### config.mk
export PLATFORM = sky130hd
export DESIGN_NAME = i2c_cmd_byte_engine
export DESIGN_NICKNAME = d
export VERILOG_FILES = /design/src/rtl/icb_pkg.sv /design/src/rtl/icb_bus_seq.sv /design/src/rtl/icb_status.sv /design/src/rtl/i2c_cmd_byte_engine.sv
export SDC_FILE = /design/constraint.sdc
export NUM_CORES = 1
export LEC_CHECK = 0
export CAP_MARGIN = 0
export CORE_MARGIN = 3
export CORE_UTILIZATION = 50
export CTS_CLUSTER_SIZE = 24
export DETAILED_ROUTE_END_ITERATION = 10
export DONT_BUFFER_PORTS = 1
export PLACE_DENSITY_LB_ADDON = 0.2
export SETUP_SLACK_MARGIN = 0.15
export SYNTH_ARGS = -nofsm -noshare
export SYNTH_HDL_FRONTEND = slang
export SYNTH_HIERARCHICAL = 1
export SYNTH_SLANG_ARGS = --single-unit
### constraint.sdc
create_clock -name clk -period 1.7 [get_ports clk]
set_clock_uncertainty 0.05 [all_clocks]
set_input_delay 0.34 -clock clk [delete_from_list [all_inputs] [get_ports clk]]
set_output_delay 0.34 -clock clk [all_outputs]
set_load 0.02 [all_outputs]
### src/rtl/icb_pkg.sv
package icb_pkg;

  typedef enum logic [1:0] {
    OP_START   = 2'd0,
    OP_RESTART = 2'd1,
    OP_STOP    = 2'd2,
    OP_BYTE    = 2'd3
  } icb_op_e;

  // register word addresses
  localparam logic [1:0] ADDR_CTRL = 2'd0;
  localparam logic [1:0] ADDR_DATA = 2'd1;
  localparam logic [1:0] ADDR_STAT = 2'd2;
  localparam logic [1:0] ADDR_IEN  = 2'd3;

  // command field codes
  localparam logic [1:0] CMD_COND = 2'd1;
  localparam logic [1:0] CMD_STOP = 2'd2;

  // status bit positions, decoded by software
  localparam int ST_NAK  = 0;
  localparam int ST_FIFO = 1;
  localparam int ST_ERR  = 2;
  localparam int ST_DONE = 3;
  localparam int ST_RDC  = 4;
  localparam int ST_BUSY = 7;

  localparam logic [7:0] IEN_MASK = 8'h1B;

endpackage

### src/rtl/icb_bus_seq.sv
module icb_bus_seq
  import icb_pkg::*;
#(
  parameter int QTR = 4
) (
  input  logic       clk,
  input  logic       rst_n,
  input  logic       en,
  input  logic       launch,
  input  icb_op_e    launch_op,
  input  logic [7:0] launch_byte,
  input  logic       sda_in,
  output logic       busy,
  output logic       done,
  output logic       byte_done,
  output logic       nak,
  output logic       scl_low,
  output logic       sda_low
);

  localparam int BYTE_STEPS = 36;
  localparam int STEP_W     = $clog2(BYTE_STEPS);
  localparam int TICK_W     = $clog2(QTR + 1);
  localparam int ACK_STEP   = 8 * 4 + 2;

  logic              active;
  icb_op_e           op_q;
  logic [7:0]        shreg;
  logic [STEP_W-1:0] step;
  logic [TICK_W-1:0] tick;
  logic              ack_smp;
  logic              rest_scl, rest_sda;
  logic              done_q, byte_done_q, nak_q;
  logic              scl_low_q, sda_low_q;

  logic [STEP_W-1:0] last_step;
  logic [STEP_W-3:0] bit_idx;
  logic [1:0]        qtr_idx;
  logic              tick_end, step_end_last;
  logic              tbl_scl, tbl_sda;
  logic              nxt_rest_scl, nxt_rest_sda;

  assign bit_idx       = step[STEP_W-1:2];
  assign qtr_idx       = step[1:0];
  assign tick_end      = (tick == TICK_W'(QTR - 1));
  assign step_end_last = active && tick_end && (step == last_step);

  always_comb begin
    last_step    = STEP_W'(BYTE_STEPS - 1);
    tbl_scl      = 1'b0;
    tbl_sda      = 1'b0;
    nxt_rest_scl = 1'b1;
    nxt_rest_sda = 1'b1;
    case (op_q)
      OP_START: begin
        last_step = STEP_W'(2);
        tbl_scl   = (step == STEP_W'(2));
        tbl_sda   = (step != STEP_W'(0));
      end
      OP_RESTART: begin
        last_step = STEP_W'(3);
        tbl_scl   = (step == STEP_W'(0)) || (step == STEP_W'(3));
        tbl_sda   = (step >= STEP_W'(2));
      end
      OP_STOP: begin
        last_step    = STEP_W'(2);
        tbl_scl      = (step == STEP_W'(0));
        tbl_sda      = (step != STEP_W'(2));
        nxt_rest_scl = 1'b0;
        nxt_rest_sda = 1'b0;
      end
      default: begin
        last_step    = STEP_W'(BYTE_STEPS - 1);
        tbl_scl      = !qtr_idx[1];
        tbl_sda      = (bit_idx < (STEP_W-2)'(8)) ? !shreg[7] : 1'b0;
        nxt_rest_sda = 1'b0;
      end
    endcase
  end

  always_ff @(posedge clk or negedge rst_n) begin
    if (!rst_n) begin
      active      <= 1'b0;
      op_q        <= OP_START;
      shreg       <= '0;
      step        <= '0;
      tick        <= '0;
      ack_smp     <= 1'b1;
      rest_scl    <= 1'b0;
      rest_sda    <= 1'b0;
      done_q      <= 1'b0;
      byte_done_q <= 1'b0;
      nak_q       <= 1'b0;
    end else begin
      done_q      <= 1'b0;
      byte_done_q <= 1'b0;
      if (!active) begin
        if (launch) begin
          active <= 1'b1;
          op_q   <= launch_op;
          shreg  <= launch_byte;
          step   <= '0;
          tick   <= '0;
        end
      end else if (tick_end) begin
        tick <= '0;
        if (op_q == OP_BYTE && step == STEP_W'(ACK_STEP))
          ack_smp <= sda_in;
        if (op_q == OP_BYTE && qtr_idx == 2'd3)
          shreg <= {shreg[6:0], 1'b0};
        if (step_end_last) begin
          active      <= 1'b0;
          done_q      <= 1'b1;
          byte_done_q <= (op_q == OP_BYTE);
          nak_q       <= (op_q == OP_BYTE) && ack_smp;
          rest_scl    <= nxt_rest_scl;
          rest_sda    <= nxt_rest_sda;
        end else begin
          step <= step + STEP_W'(1);
        end
      end else begin
        tick <= tick + TICK_W'(1);
      end
    end
  end

  always_ff @(posedge clk or negedge rst_n) begin
    if (!rst_n) begin
      scl_low_q <= 1'b0;
      sda_low_q <= 1'b0;
    end else begin
      scl_low_q <= en && (active ? tbl_scl : rest_scl);
      sda_low_q <= en && (active ? tbl_sda : rest_sda);
    end
  end

  assign busy      = active;
  assign done      = done_q;
  assign byte_done = byte_done_q;
  assign nak       = nak_q;
  assign scl_low   = scl_low_q;
  assign sda_low   = sda_low_q;

  // an accepted launch makes the engine busy on the next cycle
  a_r7_launch_busy: assert property (@(posedge clk) disable iff (!rst_n)
    (launch && !active) |=> active);

  // completion is reported only once the engine is idle again
  a_r7_done_idle: assert property (@(posedge clk) disable iff (!rst_n)
    done_q |-> !active);

  // SDA stays put while SCL is high inside a byte
  a_r5_sda_hold: assert property (@(posedge clk) disable iff (!rst_n)
    (active && $past(active) && op_q == OP_BYTE && !scl_low_q && $past(!scl_low_q))
      |-> $stable(sda_low_q));

  // lines are released whenever the block is disabled
  a_r11_lines_off: assert property (@(posedge clk) disable iff (!rst_n)
    !en |=> (!scl_low_q && !sda_low_q));

  // a finished stop leaves both lines released
  a_r4_stop_release: assert property (@(posedge clk) disable iff (!rst_n)
    (done_q && op_q == OP_STOP) |-> (!scl_low_q && !sda_low_q));

endmodule

### src/rtl/icb_status.sv
module icb_status
  import icb_pkg::*;
(
  input  logic       clk,
  input  logic       rst_n,
  input  logic       busy,
  input  logic       set_done,
  input  logic       set_nak,
  input  logic       set_err,
  input  logic       clr_we,
  input  logic [7:0] clr_bits,
  input  logic       ien_we,
  input  logic [7:0] ien_bits,
  output logic [7:0] status_word,
  output logic [7:0] ien_word,
  output logic       irq
);

  logic st_nak, st_err, st_done;
  logic [7:0] ien_q;
  logic unused_clr, unused_ien;

  assign unused_clr = ^{clr_bits[7:4], clr_bits[1]};
  assign unused_ien = ^{ien_bits[7:5], ien_bits[2]};

  always_ff @(posedge clk or negedge rst_n) begin
    if (!rst_n) begin
      st_nak  <= 1'b0;
      st_err  <= 1'b0;
      st_done <= 1'b0;
      ien_q   <= '0;
    end else begin
      // set wins over a same-cycle clear
      if (set_nak)
        st_nak <= 1'b1;
      else if (clr_we && clr_bits[ST_NAK])
        st_nak <= 1'b0;
      if (set_err)
        st_err <= 1'b1;
      else if (clr_we && clr_bits[ST_ERR])
        st_err <= 1'b0;
      if (set_done)
        st_done <= 1'b1;
      else if (clr_we && clr_bits[ST_DONE])
        st_done <= 1'b0;
      if (ien_we)
        ien_q <= ien_bits & IEN_MASK;
    end
  end

  always_comb begin
    status_word          = '0;
    status_word[ST_BUSY] = busy;
    status_word[ST_DONE] = st_done;
    status_word[ST_ERR]  = st_err;
    status_word[ST_NAK]  = st_nak;
  end

  assign ien_word = ien_q;
  assign irq      = |(status_word & ien_q & IEN_MASK);

endmodule

### src/rtl/i2c_cmd_byte_engine.sv
module i2c_cmd_byte_engine
  import icb_pkg::*;
#(
  parameter int SCL_PERIOD = 16,
  parameter int REG_W      = 32
) (
  input  logic             clk,
  input  logic             rst_n,
  input  logic             reg_wr,
  input  logic [1:0]       reg_addr,
  input  logic [REG_W-1:0] reg_wdata,
  output logic [REG_W-1:0] reg_rdata,
  input  logic             sda_in,
  output logic             scl_drive_low,
  output logic             sda_drive_low,
  output logic             irq
);

  localparam int QTR = (SCL_PERIOD / 4 < 2) ? 2 : SCL_PERIOD / 4;

  logic       en_q;
  logic [1:0] cmd_q;
  logic       nak_flag;

  logic       wr_ctrl, wr_data, wr_stat, wr_ien;
  logic       blocked, launch;
  icb_op_e    launch_op;
  logic [1:0] wcmd;

  logic       seq_busy, seq_done, seq_byte_done, seq_nak;
  logic [7:0] stat_word, ien_word;
  logic       unused_wbits;

  assign unused_wbits = ^reg_wdata[REG_W-1:8];

  assign wr_ctrl = reg_wr && (reg_addr == ADDR_CTRL);
  assign wr_data = reg_wr && (reg_addr == ADDR_DATA);
  assign wr_stat = reg_wr && (reg_addr == ADDR_STAT);
  assign wr_ien  = reg_wr && (reg_addr == ADDR_IEN);
  assign wcmd    = reg_wdata[2:1];

  assign blocked = seq_busy && (wr_ctrl || wr_data);

  always_comb begin
    launch    = 1'b0;
    launch_op = OP_BYTE;
    if (!seq_busy) begin
      if (wr_ctrl && reg_wdata[0]) begin
        if (wcmd == CMD_COND) begin
          launch    = 1'b1;
          launch_op = reg_wdata[3] ? OP_RESTART : OP_START;
        end else if (wcmd == CMD_STOP) begin
          launch    = 1'b1;
          launch_op = OP_STOP;
        end
      end else if (wr_data && en_q) begin
        launch    = 1'b1;
        launch_op = OP_BYTE;
      end
    end
  end

  always_ff @(posedge clk or negedge rst_n) begin
    if (!rst_n) begin
      en_q     <= 1'b0;
      cmd_q    <= '0;
      nak_flag <= 1'b0;
    end else begin
      if (wr_ctrl && !seq_busy) begin
        en_q  <= reg_wdata[0];
        cmd_q <= wcmd;
      end
      if (seq_byte_done)
        nak_flag <= seq_nak;
    end
  end

  icb_bus_seq #(.QTR(QTR)) u_seq (
    .clk         (clk),
    .rst_n       (rst_n),
    .en          (en_q),
    .launch      (launch),
    .launch_op   (launch_op),
    .launch_byte (reg_wdata[7:0]),
    .sda_in      (sda_in),
    .busy        (seq_busy),
    .done        (seq_done),
    .byte_done   (seq_byte_done),
    .nak         (seq_nak),
    .scl_low     (scl_drive_low),
    .sda_low     (sda_drive_low)
  );

  icb_status u_stat (
    .clk         (clk),
    .rst_n       (rst_n),
    .busy        (seq_busy),
    .set_done    (seq_done),
    .set_nak     (seq_byte_done && seq_nak),
    .set_err     (blocked),
    .clr_we      (wr_stat),
    .clr_bits    (reg_wdata[7:0]),
    .ien_we      (wr_ien),
    .ien_bits    (reg_wdata[7:0]),
    .status_word (stat_word),
    .ien_word    (ien_word),
    .irq         (irq)
  );

  always_comb begin
    case (reg_addr)
      ADDR_CTRL: reg_rdata = {{(REG_W-4){1'b0}}, nak_flag, cmd_q, en_q};
      ADDR_STAT: reg_rdata = {{(REG_W-8){1'b0}}, stat_word};
      ADDR_IEN:  reg_rdata = {{(REG_W-8){1'b0}}, ien_word};
      default:   reg_rdata = '0;
    endcase
  end

  // a write colliding with a busy engine is flagged as an error
  a_r8_busy_write_err: assert property (@(posedge clk) disable iff (!rst_n)
    blocked |=> stat_word[ST_ERR]);

  // write-one clears the done flag when no completion collides
  a_r9_done_clear: assert property (@(posedge clk) disable iff (!rst_n)
    (wr_stat && reg_wdata[ST_DONE] && !seq_done) |=> !stat_word[ST_DONE]);

  // reserved status positions stay zero
  a_r9_reserved_zero: assert property (@(posedge clk) disable iff (!rst_n)
    (stat_word[6:5] == 2'b00));

endmodule

==> impl_metrics.json, run 1 <==
{
  "crit_path_end_kind": "flop",
  "synth.distinct_cells": 45,
  "vias": 1609,
  "yosysWarningCount": 6,
  "power.share.switching_pct": 36.9,
  "cp_slowest_cell": "or3b_4",
  "drtAntennaViolNets": 0,
  "first_iter_violations": 82,
  "core_um2": 4530,
  "numCtsBuffers": 5,
  "netlist_area_um2": 2430,
  "placed_cell_area_um2": 2460,
  "syn_inst": 242,
  "power_density_nw_per_um2": 1500,
  "synth-seq-cells": 39,
  "max_freq_mhz": 588,
  "clkLatencyLatePin_ns": 0.29,
  "p_int_mw": 2.74,
  "grt_max_degree": 40,
  "min_path_type": "primary input to flop",
  "critPathBufInv": 1,
  "rows": 24,
  "yosys.area.top_type": "dfrtp_1",
  "placed_cells": 306,
  "slew_viol_final": 0,
  "io_buffer_count": 0,
  "fin_ws_ns": -0.000741,
  "diodes": 0,
  "synth_top_area_share_pct": 39.1,
  "synth-async-reset-ratio_pct": 100,
  "die_y_um": 75.7,
  "crit_path_cell_trace": "ha_4, or3b_4, a2111oi_4, buf_4, nand2b_4, o21ai_4, nor2_1, a21oi_1",
  "grt.overflow.total": 0,
  "ff2ff_setup_slack_ns": 0.12,
  "path_delay_family": "compound AO/OA/AOI/OAI gates",
  "hold_violations": 0,
  "syn_area_per_cell_um2": 10.0,
  "worstSetupPathType": "primary input to flop",
  "clock_path_buffers": 2,
  "grt_pass1_vias": 1488,
  "n_fill_cell": 360,
  "arrival_ns": 1.86,
  "ioPinCount": 73,
  "worstPathRequired_ns": 1.86,
  "dp_worst_setup_slack_ns": -0.344,
  "grt_pass1_wl_um": 7010,
  "synth_ff_type": "dfrtp_1",
  "crit_fanout": 8,
  "max_stage_delay_ns": 0.37,
  "r2r_start": "u_seq/busy$_DFF_PN0_",
  "synth_enable_flop_cells": 0,
  "cts_root_buffer": "clkbuf_8",
  "seq_area_um2": 986,
  "wl_per_cell_um": 13.9,
  "p_seq_share_pct": 38.0,
  "tns_ns": -0.000741,
  "critical_path.startpoint_type": "primary input",
  "ys_seq_area_share_pct": 40.2,
  "timing.final.crit_share_pct": 100,
  "drt_first_pass_iters": 4,
  "setup_viol": 1,
  "drv_cap": 0,
  "cp-startpoint": "reg_wdata[2]",
  "drive_above_1_share_pct": 33.5,
  "status": "finished, violations left",
  "start_util_pct": 53.6,
  "endpoint": "u_seq/shreg[2]$_DFFE_PN0P_",
  "vias_per_cell": 4.91,
  "drc": 0,
  "gp_congestion": 0.795,
  "p_comb_share_pct": 40.7,
  "fin_area_um2": 2900,
  "multi_input_area_um2": 1430,
  "die_w_um": 75.7,
  "tritoncts": "yes",
  "vdd_drop_max_mv": 0.713,
  "r2r_cells": 7,
  "totalWireLength_um": 4570,
  "fin_cells": 328,
  "r2r_end": "u_seq/shreg[2]$_DFFE_PN0P_",
  "dp_hpwl_um": 3100,
  "die_area_um2": 5730,
  "leakage_nw": 1.37,
  "grt_setup_unrepaired": "true",
  "crit_cells": 8,
  "clkTransAtPathRegs_ns": 0.08,
  "grt_usage_pct": 16.0,
  "fin_crit_ns": 1.70,
  "nets": 306,
  "grt_antenna_before_repair": 0,
  "cts.sinks": 39,
  "violations": "setup timing",
  "area_growth_pct": 19.3,
  "synth_area_leaders": "dfrtp_1, buf_4, mux2i_1",
  "cts-htree-levels": 2,
  "clockPowerShare_pct": 21.3,
  "p_sw_mw": 1.60
}
-- logic make-up (layout without fill, tap and decap cells) --
| group | Yosys count | in the layout | synth area share (%) |
|---|---|---|---|
| and+or+nand+nor | 72 | 72 | 16.6 |
| adders and majority gates | 6 | 6 | 3.09 |
| DFF | 39 | 39 | 40.2 |
| AOI/OAI and AO/OA | 34 | 35 | 10.2 |
| muxes | 32 | 32 | 14.0 |
| buffers and inverters | 54 | 44 | 14.5 |
| xor gates and xnor gates | 3 | 3 | 1.08 |
| other | 2 | 32 | 0.309 |
-- metal layers --
metal  global-route usage (%)  part of all wire, %
met1                     21.3                   46
met3                     2.90                  3.0
met4                     4.08                 0.33
met5                        0                    0
met2                     27.1                   51
-- cells in the final DEF (no fill, tap or decap), drive strengths merged, types with 6 or more instances in the layout --
| cell | instances |
|---|---|
| nand2 | 20 |
| nor2b | 7 |
| mux2 | 16 |
| conb | 32 |
| dfrtp | 38 |
| buf | 25 |
| ha | 6 |
| mux2i | 16 |
| o21ai | 8 |
| a21oi | 11 |
| inv | 10 |
| nor2 | 16 |
-- synthesized netlist by cell type, types with 2 or more instances --
library cell / number
dfrtp_1: 38
conb_1: 2
xor2_1: 2
ha_1: 6
a31oi_1: 3
mux2_1: 10
mux2i_1: 16
buf_4: 38
nor3_1: 5
nand2b_1: 2
nand2_1: 20
and3_1: 3
mux2_2: 6
o21ai_0: 6
nand4_1: 3
nor2b_1: 7
nor2_1: 16
buf_2: 5
nand3_1: 4
a21oi_1: 10
a21o_1: 3
a22o_1: 5
inv_1: 10
-- power groups by stage --
stage	Sequential, mW	Clock, mW	Combinational, mW
after floorplan	1.52	0	1.25
after global placement	1.62	0	1.36
after detailed placement	1.63	0	1.39
after CTS	1.60	0.939	1.61
after global routing	1.69	0.981	1.95
final	1.65	0.925	1.77
-- final cells by class --
cell class	instances	area share, %
inverter	10	1.47
clock buffer	5	2.37
tap	65	2.81
timing repair buffer	26	7.64
sequential	39	34.0
clock inverter	3	2.33
multi-input combinational	180	49.4
-- repair_timing --
action	CTS	global route
pin swaps	12	7
hold endpoints to repair	39	0
setup buffers	7	4
gates resized for setup	23	24
cloned	1	0
endpoints found under the setup margin	26	30
hold buffers	2	0
-- state kept, by name (all words and copies together) (netlist names) --
| signal | count |
|---|---|
| u_seq/rest_sda | 1 |
| u_stat/st_done | 1 |
| cmd_q | 2 |
| u_stat/st_err | 1 |
| u_seq/step | 6 |
| u_seq/done | 1 |
| u_stat/ien_word | 4 |
| u_seq/tick | 3 |
| u_seq/sda_low | 1 |
| u_seq/op_q | 2 |
| u_seq/byte_done | 1 |
| u_stat/st_nak | 1 |
| u_seq/nak | 1 |
| u_seq/ack_smp | 1 |
| en_q | 1 |
| u_seq/scl_low | 1 |
| u_seq/busy | 1 |
| u_seq/shreg | 8 |
| nak_flag | 1 |
| u_seq/rest_scl | 1 |
-- per-stage QoR --
stage	hold WS [ns]	util [%]	total power [mW]
3_3_place_gp	-0.00453	54.2	2.98
3_5_place_dp	-0.00467	54.2	3.02
4_1_cts	0.129	61.2	4.14
2_1_floorplan	-0.00559	-	2.76
6_report	0.138	63.9	4.34
5_1_grt	0.117	63.9	4.62
-- worst min path at each step --
stage,from,end,slack [ns],cells after the start
2_1_floorplan,rst_n,cmd_q[0]$_DFFE_PN0P_,-0.006,0
4_1_cts,reg_wdata[0],u_stat/ien_word[0]$_DFFE_PN0P_,0.13,1
3_5_place_dp,rst_n,u_stat/ien_word[4]$_DFFE_PN0P_,-0.005,0
5_1_grt,reg_wdata[0],u_stat/ien_word[0]$_DFFE_PN0P_,0.12,1
3_3_place_gp,rst_n,u_stat/ien_word[1]$_DFFE_PN0P_,-0.005,0
6_report,reg_wdata[0],u_stat/ien_word[0]$_DFFE_PN0P_,0.14,1
No activity file was read; power rests on OpenSTA's default activity.
==> run 2, diff against run 1 <==
- CORE_UTILIZATION: 50 -> 45
==> run 2 against run 1 <==
The flow now finishes without violations. Die area grew 10%. Clock-buffer cell count is the same. Clock power decreased by 16%. Sequential share of layout area hardly changed. Maximum frequency up 0.54%. Critical endpoint is now u_seq/shreg[6]$_DFFE_PN0P_. Largest cell class unchanged.
==> impl_metrics.json, run 2 (synthesized netlist as in run 1, its figures left out) <==
{
  "numCtsBuffers": 5,
  "power_density_nw_per_um2": 1460,
  "vdd_drop_max_mv": 0.730,
  "grt_pass1_wl_um": 7860,
  "wl_per_cell_um": 14.5,
  "drt_first_pass_iters": 4,
  "nets": 311,
  "vias": 1678,
  "tritoncts": "yes",
  "r2r_cells": 7,
  "diodes": 0,
  "grt_usage_pct": 16.0,
  "r2r_end": "u_seq/shreg[6]$_DFFE_PN0P_",
  "dp_hpwl_um": 3160,
  "max_freq_mhz": 591,
  "fin_ws_ns": 0.00841,
  "grt_antenna_before_repair": 0,
  "clkTransAtPathRegs_ns": 0.08,
  "worstHoldPathCells": 1,
  "clkLatencyLatePin_ns": 0.29,
  "first_iter_violations": 61,
  "die_w_um": 79.5,
  "min_path_type": "primary input to flop",
  "fin_crit_ns": 1.69,
  "die_y_um": 79.5,
  "core_um2": 5170,
  "drive_above_1_share_pct": 34.3,
  "worstPathRequired_ns": 1.87,
  "totalWireLength_um": 4900,
  "layout_common_cells": "conb_1, dfrtp_1, buf_4",
  "ff2ff_setup_slack_ns": 0.15,
  "cts.sinks": 39,
  "worstSetupPathType": "primary input to flop",
  "critical_path.startpoint_type": "primary input",
  "crit_fanout": 8,
  "rows": 26,
  "drc": 0,
  "cts_root_buffer": "clkbuf_8",
  "n_fill_cell": 448,
  "start_util_pct": 47.0,
  "area_growth_pct": 19.2,
  "dp_worst_setup_slack_ns": -0.354,
  "seq_area_um2": 985,
  "setup_viol": 0,
  "r2r_start": "u_seq/busy$_DFF_PN0_",
  "arrival_ns": 1.86,
  "timing.final.crit_share_pct": 99.5,
  "largest_register": "u_seq/shreg",
  "grt_max_degree": 40,
  "drv_cap": 0,
  "drtAntennaViolNets": 0,
  "multi_input_area_um2": 1410,
  "grt.overflow.total": 0,
  "clock_path_buffers": 2,
  "slew_viol_final": 0,
  "ioPinCount": 73,
  "crit_path_end_kind": "flop",
  "leakage_nw": 1.39,
  "cts-htree-levels": 2,
  "finalPower_mw": 4.22,
  "holdPathEnd": "u_stat/ien_word[0]$_DFFE_PN0P_",
  "grt_pass1_vias": 1619,
  "grt_setup_unrepaired": "true",
  "gp_congestion": 0.773,
  "largest_reg_flops": 8,
  "io_buffer_count": 0,
  "hold_violations": 0,
  "die_area_um2": 6320,
  "vias_per_cell": 4.96,
  "status": "completed",
  "hp-start": "reg_wdata[0]"
}
==> run 2: power by group <==
| part | internal (mW) | total [mW] | switching [mW] | leakage (nW) |
|---|---|---|---|---|
| sequential | 1.27 | 1.63 | 0.354 | 0.469 |
| clock | 0.437 | 0.775 | 0.338 | 0.0581 |
| combinational | 0.902 | 1.81 | 0.912 | 0.860 |
==> run 2: worst max-delay path, stage by stage <==
cell and delay [ns]:
ha_4 0.21, or3b_4 0.37, a2111oi_4 0.35, buf_4 0.19, nand2b_4 0.08, o21ai_4 0.12
nor2_1 0.08, a21oi_1 0.12
==> run 2: worst max path at each step <==
stage,startpoint,to,cells after the start
final,reg_wdata[2],u_seq/shreg[6]$_DFFE_PN0P_,8
after global routing,reg_wdata[2],u_seq/shreg[5]$_DFFE_PN0P_,8
after CTS,reg_wdata[2],u_seq/shreg[2]$_DFFE_PN0P_,8
after detailed placement,reg_wdata[2],u_seq/shreg[2]$_DFFE_PN0P_,8
after global placement,reg_wdata[2],u_seq/shreg[2]$_DFFE_PN0P_,8
after floorplan,reg_wdata[2],u_seq/step[1]$_DFFE_PN0P_,6
==> run 2: final cells by class <==
cell class	count	share of cell area [%]
multi-input combinational	180	48.7
sequential	39	34.0
timing repair buffer	31	8.94
tap	70	3.02
clock buffer	5	2.38
clock inverter	3	1.51
inverter	10	1.47
==> run 2: through the flow <==
| step | hold WS (ns) | utilization (%) | instances | instance area (µm²) | TNS (ns) |
|---|---|---|---|---|---|
| floorplan | -0.00559 | - | 272 | 2600 | -3.35 |
| global placement | -0.00354 | 47.8 | 312 | 2470 | -5.46 |
| detailed placement | -0.00378 | 47.8 | 312 | 2470 | -5.63 |
| CTS | 0.115 | 53.8 | 332 | 2780 | -0.115 |
| global route | 0.112 | 56.0 | 338 | 2900 | -0.517 |
| finish | 0.126 | 56.0 | 338 | 2900 | 0 |
==> run 2: per-layer routing <==
metal	share of wire (%)	routed length [µm]	global-route usage, %
met2	50	2430	26.5
met3	4.1	199	3.16
met1	44	2180	20.2
met5	0	0	0
met4	1.9	93	7.04
==> run 2: repair_timing <==
item                                   4_1_cts  5_1_grt
gates cloned                                 1        0
setup endpoints to repair                   28       31
gates resized for setup                     24       20
buffers inserted                             9        6
endpoints found under the hold margin       39        0
pin swaps                                   17       12
hold buffers                                 2        0
